[src/rtl/sec_fw_pkg.sv]
package sec_fw_pkg;

    typedef enum logic [1:0] {
        ST_IDLE   = 2'd0,
        ST_OKAY   = 2'd1,
        ST_SECERR = 2'd2,
        ST_DECERR = 2'd3
    } rsp_state_e;

    localparam logic [1:0] RC_OKAY   = 2'b00;
    localparam logic [1:0] RC_SECERR = 2'b10;
    localparam logic [1:0] RC_DECERR = 2'b11;

endpackage

[src/rtl/sec_fw_decode.sv]
module sec_fw_decode #(
    parameter int unsigned ADDR_W    = 32,
    parameter int unsigned N_TGT     = 4,
    parameter int unsigned PAGE_LOG2 = 12,
    parameter int unsigned TI_W      = 3,
    parameter logic [ADDR_W-1:0] TGT_BASE = 32'h4000_0000,
    parameter logic [ADDR_W-1:0] SCR_BASE = 32'h5000_0000
) (
    input  logic [ADDR_W-1:0] addr,
    output logic [N_TGT-1:0]  hit_vec,
    output logic              tgt_hit,
    output logic [TI_W-1:0]   tgt_idx,
    output logic              scr_hit
);
    localparam int unsigned PAGE_W = ADDR_W - PAGE_LOG2;
    localparam logic [PAGE_W-1:0] TGT_PAGE = TGT_BASE[ADDR_W-1:PAGE_LOG2];
    localparam logic [PAGE_W-1:0] SCR_PAGE = SCR_BASE[ADDR_W-1:PAGE_LOG2];

    logic [PAGE_W-1:0]    page;
    logic [PAGE_LOG2-1:0] offset;

    assign page   = addr[ADDR_W-1:PAGE_LOG2];
    assign offset = addr[PAGE_LOG2-1:0];

    // One page comparator per target region
    for (genvar t = 0; t < N_TGT; t++) begin : g_region
        assign hit_vec[t] = (page == (TGT_PAGE + PAGE_W'(t)));
    end

    assign tgt_hit = |hit_vec;

    always_comb begin
        tgt_idx = '0;
        for (int t = 0; t < N_TGT; t++) begin
            if (hit_vec[t]) begin
                tgt_idx = TI_W'(t);
            end
        end
    end

    // Control register: a single word at the page base
    assign scr_hit = (page == SCR_PAGE) && (offset == '0);

endmodule

[src/rtl/sec_fw_zone_regs.sv]
module sec_fw_zone_regs #(
    parameter int unsigned N_TGT = 4
) (
    input  logic             clk,
    input  logic             rst_n,
    input  logic             wr_en,
    input  logic [N_TGT-1:0] wr_data,
    output logic [N_TGT-1:0] zone_q
);
    // Bit t = 1: target t non-secure. Reset: everything secure.
    always_ff @(posedge clk or negedge rst_n) begin
        if (!rst_n) begin
            zone_q <= '0;
        end else if (wr_en) begin
            zone_q <= wr_data;
        end
    end

endmodule

[src/rtl/sec_fw_init_sec.sv]
module sec_fw_init_sec #(
    parameter int unsigned N_INIT = 4,
    parameter int unsigned ID_W   = 2,
    parameter logic [N_INIT-1:0] RST_LEVEL = 4'b0101
) (
    input  logic              clk,
    input  logic              rst_n,
    input  logic              mgmt_we,
    input  logic [ID_W-1:0]   mgmt_id,
    input  logic              mgmt_force,
    input  logic              mgmt_level,
    output logic [N_INIT-1:0] force_vec,
    output logic [N_INIT-1:0] level_vec
);
    for (genvar i = 0; i < N_INIT; i++) begin : g_init
        always_ff @(posedge clk or negedge rst_n) begin
            if (!rst_n) begin
                force_vec[i] <= 1'b1;
                level_vec[i] <= RST_LEVEL[i];
            end else if (mgmt_we && (mgmt_id == ID_W'(i))) begin
                force_vec[i] <= mgmt_force;
                level_vec[i] <= mgmt_level;
            end
        end
    end

endmodule

[src/rtl/sec_fw_gate.sv]
module sec_fw_gate
    import sec_fw_pkg::*;
#(
    parameter int unsigned N_INIT    = 4,
    parameter int unsigned N_TGT     = 4,
    parameter int unsigned ADDR_W    = 32,
    parameter int unsigned PAGE_LOG2 = 12,
    parameter logic [ADDR_W-1:0] TGT_BASE = 32'h4000_0000,
    parameter logic [ADDR_W-1:0] SCR_BASE = 32'h5000_0000,
    parameter logic [N_INIT-1:0] INIT_SEC_RST = 4'b0101,
    localparam int unsigned ID_W = (N_INIT > 1) ? $clog2(N_INIT) : 1,
    localparam int unsigned TI_W = $clog2(N_TGT + 1)
) (
    input  logic              clk,
    input  logic              rst_n,
    input  logic              req_valid,
    input  logic [ID_W-1:0]   req_id,
    input  logic [ADDR_W-1:0] req_addr,
    input  logic              req_we,
    input  logic              req_sec,
    input  logic [N_TGT-1:0]  req_wdata,
    input  logic              mgmt_we,
    input  logic [ID_W-1:0]   mgmt_id,
    input  logic              mgmt_force,
    input  logic              mgmt_level,
    output logic              rsp_valid,
    output logic [1:0]        rsp_code,
    output logic [TI_W-1:0]   rsp_tgt,
    output logic [N_TGT-1:0]  rsp_rdata,
    output logic              viol_pulse,
    output logic [ID_W-1:0]   viol_id,
    output logic [TI_W-1:0]   viol_tgt
);
    localparam logic [TI_W-1:0] SCR_IDX = TI_W'(N_TGT);

    logic [N_TGT-1:0]  hit_vec;
    logic              tgt_hit;
    logic [TI_W-1:0]   tgt_idx;
    logic              scr_hit;
    logic [N_TGT-1:0]  zone_q;
    logic              zone_we;
    logic [N_INIT-1:0] force_vec;
    logic [N_INIT-1:0] level_vec;
    logic              eff_sec;

    rsp_state_e        state_q, state_d;
    logic [ID_W-1:0]   id_q;
    logic [TI_W-1:0]   tgt_q, tgt_d;
    logic [N_TGT-1:0]  rdata_q, rdata_d;

    sec_fw_decode #(
        .ADDR_W    (ADDR_W),
        .N_TGT     (N_TGT),
        .PAGE_LOG2 (PAGE_LOG2),
        .TI_W      (TI_W),
        .TGT_BASE  (TGT_BASE),
        .SCR_BASE  (SCR_BASE)
    ) u_decode (
        .addr    (req_addr),
        .hit_vec (hit_vec),
        .tgt_hit (tgt_hit),
        .tgt_idx (tgt_idx),
        .scr_hit (scr_hit)
    );

    sec_fw_zone_regs #(
        .N_TGT (N_TGT)
    ) u_zone (
        .clk     (clk),
        .rst_n   (rst_n),
        .wr_en   (zone_we),
        .wr_data (req_wdata),
        .zone_q  (zone_q)
    );

    sec_fw_init_sec #(
        .N_INIT    (N_INIT),
        .ID_W      (ID_W),
        .RST_LEVEL (INIT_SEC_RST)
    ) u_init (
        .clk        (clk),
        .rst_n      (rst_n),
        .mgmt_we    (mgmt_we),
        .mgmt_id    (mgmt_id),
        .mgmt_force (mgmt_force),
        .mgmt_level (mgmt_level),
        .force_vec  (force_vec),
        .level_vec  (level_vec)
    );

    // Forced level wins over the per-transaction attribute
    assign eff_sec = force_vec[req_id] ? level_vec[req_id] : req_sec;

    // Verdict and next response state
    always_comb begin
        state_d = ST_IDLE;
        zone_we = 1'b0;
        tgt_d   = '0;
        rdata_d = '0;
        if (req_valid) begin
            if (scr_hit) begin
                tgt_d = SCR_IDX;
                if (eff_sec) begin
                    state_d = ST_OKAY;
                    zone_we = req_we;
                    if (!req_we) begin
                        rdata_d = zone_q;
                    end
                end else begin
                    state_d = ST_SECERR;
                end
            end else if (tgt_hit) begin
                tgt_d = tgt_idx;
                if (eff_sec || |(hit_vec & zone_q)) begin
                    state_d = ST_OKAY;
                end else begin
                    state_d = ST_SECERR;
                end
            end else begin
                state_d = ST_DECERR;
            end
        end
    end

    // State register
    always_ff @(posedge clk or negedge rst_n) begin
        if (!rst_n) begin
            state_q <= ST_IDLE;
        end else begin
            state_q <= state_d;
        end
    end

    // Response payload captured with the verdict
    always_ff @(posedge clk or negedge rst_n) begin
        if (!rst_n) begin
            id_q    <= '0;
            tgt_q   <= '0;
            rdata_q <= '0;
        end else begin
            id_q    <= req_id;
            tgt_q   <= tgt_d;
            rdata_q <= rdata_d;
        end
    end

    // Outputs from the response state
    always_comb begin
        rsp_valid  = 1'b0;
        rsp_code   = RC_OKAY;
        viol_pulse = 1'b0;
        unique case (state_q)
            ST_IDLE: begin
                rsp_valid = 1'b0;
            end
            ST_OKAY: begin
                rsp_valid = 1'b1;
                rsp_code  = RC_OKAY;
            end
            ST_SECERR: begin
                rsp_valid  = 1'b1;
                rsp_code   = RC_SECERR;
                viol_pulse = 1'b1;
            end
            ST_DECERR: begin
                rsp_valid = 1'b1;
                rsp_code  = RC_DECERR;
            end
            default: begin
                rsp_valid = 1'b0;
            end
        endcase
    end

    assign rsp_tgt   = rsp_valid ? tgt_q : '0;
    assign rsp_rdata = rsp_valid ? rdata_q : '0;
    assign viol_id   = viol_pulse ? id_q : '0;
    assign viol_tgt  = viol_pulse ? tgt_q : '0;

endmodule

[config.mk]
export PLATFORM = sky130hd
export DESIGN_NAME = sec_fw_gate
export DESIGN_NICKNAME = d
export VERILOG_FILES = /design/src/rtl/sec_fw_pkg.sv /design/src/rtl/sec_fw_decode.sv /design/src/rtl/sec_fw_zone_regs.sv /design/src/rtl/sec_fw_init_sec.sv /design/src/rtl/sec_fw_gate.sv
export SDC_FILE = /design/constraint.sdc
export NUM_CORES = 1
export LEC_CHECK = 0
export ABC_AREA = 1
export CORE_ASPECT_RATIO = 1.2
export CORE_MARGIN = 2
export CORE_UTILIZATION = 35
export DETAILED_ROUTE_END_ITERATION = 12
export PLACE_DENSITY = 0.72
export SYNTH_ARGS = -nofsm -noshare
export SYNTH_HDL_FRONTEND = slang
export SYNTH_HIERARCHICAL = 1
export SYNTH_SLANG_ARGS = --single-unit
[constraint.sdc]
create_clock -name clk -period 1.5 [get_ports clk]
set_input_delay 0.375 -clock clk [delete_from_list [all_inputs] [get_ports clk]]
set_output_delay 0.375 -clock clk [all_outputs]
set_load 0.05 [all_outputs]
==> metrics <==
status=complete, but fails checks; failing checks=negative setup slack; share of cells above drive strength 1=33.6%; Distinct cells, synth=21; vias per cell=4.39; die area=4660 µm²; Clock H-tree levels=1; min cycle time layout=1720 ps; number of DRC markers in iteration 0=25; Site Rows=25; Net Switching=422 µW; worst setup margin=-223 ps; Root Buffer=clkbuf_8; syn nets=265; crit-path max FO=5; Synth-to-Final Area Change=73.4%; CP Data Arrival Time=1350 ps; switch share=28.4%; R2R setup slack=30 ps; Worst Setup SP=state_q[1]$_DFF_PN0_; Seq pwr share=47.4%; GR Util met3=0.908%; yosys warns=6; most common cell after layout, fill and taps aside=nand2_1; cells on worst reg2reg path=11; I/O pin total=64; pre-CTS setup slack=-471 ps; # DRC=0; CTS Buf Count=3; Clock Pin Slew Worst Setup and Hold Paths=80 ps; r2r endpoint=u_zone/zone_q[0]$_DFFE_PN0P_; gr busiest metal=met2; CP startpoint kind=register; CTS tree=done; core region area=3940 µm²; initial antenna violation count=0; first-pass GRT wire length=5780 µm; Total GRT Usage=15.5%; insertion delay to the later sink of the worst-skew pair=270 ps; Clock Sinks=23; RSZ-0062 raised after global routing=true; end point of the critical path=viol_tgt[0]; min-delay worst type=in2reg; Seq cells post-synth=23; Chip Height=74.4 µm; Leakage=0.00121 µW; Ant. Diodes=0; IO buf count=63; M2 GR Usage=32.0%; router iterations before antenna repair=4; Cell Chain, Critical Path=inv_1 > nor2_4 > inv_1 > nor2_4 > buf_12; crit-path max cell delay=390 ps; fin. max-slew vios=0; Routed wire per std cell=9.44 µm; reg2reg start=u_init/force_vec[3]$_DFFE_PN1P_; CP Capture Type=output pin; post-synthesis sequential area ratio=40.4%; vias in the first global route=1507; Worst Skew=5.60 ps; minimum hold slack=316 ps; Slowest-stage cell, CP=dfrtp_1; DP HPWL=2720 µm; Post-Syn Instances=217; Max Buffers Root-to-Sink=2; NumNets Final=347; Crit Path Category=reg2out; Comb pwr share=26.3%; drt total wl=3320 µm; period utilization=115%; synthesized area per cell=6.65 µm²; Initial Util=36.6%; Max Fclk=580 MHz; Pwr per Cell Area=593 nW/µm²; most frequent cells in the layout=nand2_1 (62), inv_1 (31), nor2_1 (21), dlygate4sd2_1 (19), buf_4 (18); Pint=1060 µW; post-synthesis cell area=1440 µm²; Fin. Hold Viols=0; clock power share=26.3%; met1 GRT Util=15.7%; vias=1544; Non-Filler Instances=352; Max Cap Viol=0; largest net degree at the start of global routing=24; Setup Viol. Count Final=13; Placer Congestion=0.755; global route overflow=0; post-route ant nets=0; Critical Path RT=1120 ps; die width=62.6 µm; placed cell count=345; VDD IR max=315 µV
[cell families (layout without fill, tap and decap cells)]
kind of cell	Yosys count	count (layout)	share of synthesized area, %
AND/OR/NAND/NOR	147	147	45.2
buffers and inverters	42	123	12.5
flip-flops	23	23	40.4
AO/OA/AOI/OAI	4	4	1.65
other	1	1	0.260
[critical path: cells and delay by family (launching register included)]
family	cells	cell delay, ps
buffers and inverters	3	580
DFF	1	390
and+or+nand+nor	2	110
[stage by stage]
stage          TNS (ps)  total power (µW)  instance area, µm²  utilization, %
2_1_floorplan     -1100               884                1510               -
3_3_place_gp      -4620              1090                2350            59.7
3_5_place_dp      -4920              1100                2350            59.7
4_1_cts           -2550              1460                2420            61.5
5_1_grt           -3540              1560                2500            63.5
6_report          -2310              1480                2500            63.5
[area by class of cell]
class	count	area [µm²]
Clock buffer	3	41.3
Clock inverter	1	5.00
Fill cell	372	1440
Inverter	37	139
Multi-Input combinational cell	152	830
Sequential cell	23	583
Tap cell	54	67.6
Timing Repair Buffer	82	838
[per-layer routing]
| metal | vias up | share of wire, % |
|---|---|---|
| met5 | - | 0 |
| met4 | 0 | 2.0 |
| met3 | 5 | 4.1 |
| li1 | 810 | - |
| met1 | 675 | 38 |
| met2 | 54 | 56 |
[flip-flops by register name (all words and copies together), names as in the netlist]
register and cells:
id_q 2, u_init/force_vec 4, state_q 2, rdata_q 4
tgt_q 3, u_init/level_vec 4, u_zone/zone_q 4
[power groups by stage]
| stage | clock (µW) | sequential (µW) | combinational [µW] |
|---|---|---|---|
| 2_1_floorplan | 0 | 706 | 178 |
| 3_3_place_gp | 0 | 713 | 381 |
| 3_5_place_dp | 0 | 714 | 387 |
| 4_1_cts | 393 | 702 | 369 |
| 5_1_grt | 415 | 709 | 434 |
| 6_report | 390 | 704 | 390 |
[how the worst min path moves through the flow]
| stage | cells after the start | startpoint | end | slack (ps) |
|---|---|---|---|---|
| floorplan | 0 | rst_n | id_q[0]$_DFF_PN0_ | 80 |
| global placement | 2 | u_init/force_vec[0]$_DFFE_PN1P_ | u_init/force_vec[0]$_DFFE_PN1P_ | 450 |
| CTS | 1 | req_id[1] | id_q[1]$_DFF_PN0_ | 430 |
| finish | 1 | req_id[0] | id_q[0]$_DFF_PN0_ | 320 |
| detailed placement | 2 | u_init/level_vec[0]$_DFFE_PN1P_ | u_init/level_vec[0]$_DFFE_PN1P_ | 460 |
| global route | 1 | req_id[0] | id_q[0]$_DFF_PN0_ | 330 |
[Yosys cell counts]
master     n  share of area (%)
nor2_4     3                2.3
o21ai_0    1               0.35
buf_6      2                1.6
nand3b_1   1               0.52
buf_4      2                1.0
nand3_2    2                1.4
dfrtp_1   17                 29
clkbuf_1   1               0.26
a21oi_2    1               0.61
dfstp_2    6                 11
nor2_1    42                 11
nand2_1   68                 18
nor2_2     3                1.3
nand2_2    6                2.6
a21oi_1    2               0.69
nand3_1   15                5.2
conb_1     1               0.26
inv_2      3               0.78
inv_1     34                8.8
nor3_2     1               0.69
nand4_1    6                2.6
[timing repair]
item | in CTS | in global routing
hold buffers | 0 | 0
setup endpoints to repair | 25 | 22
buffers inserted | 1 | 2
gates resized for setup | 52 | 33
pin swaps | 32 | 34
(Power assumes the default switching activity.)
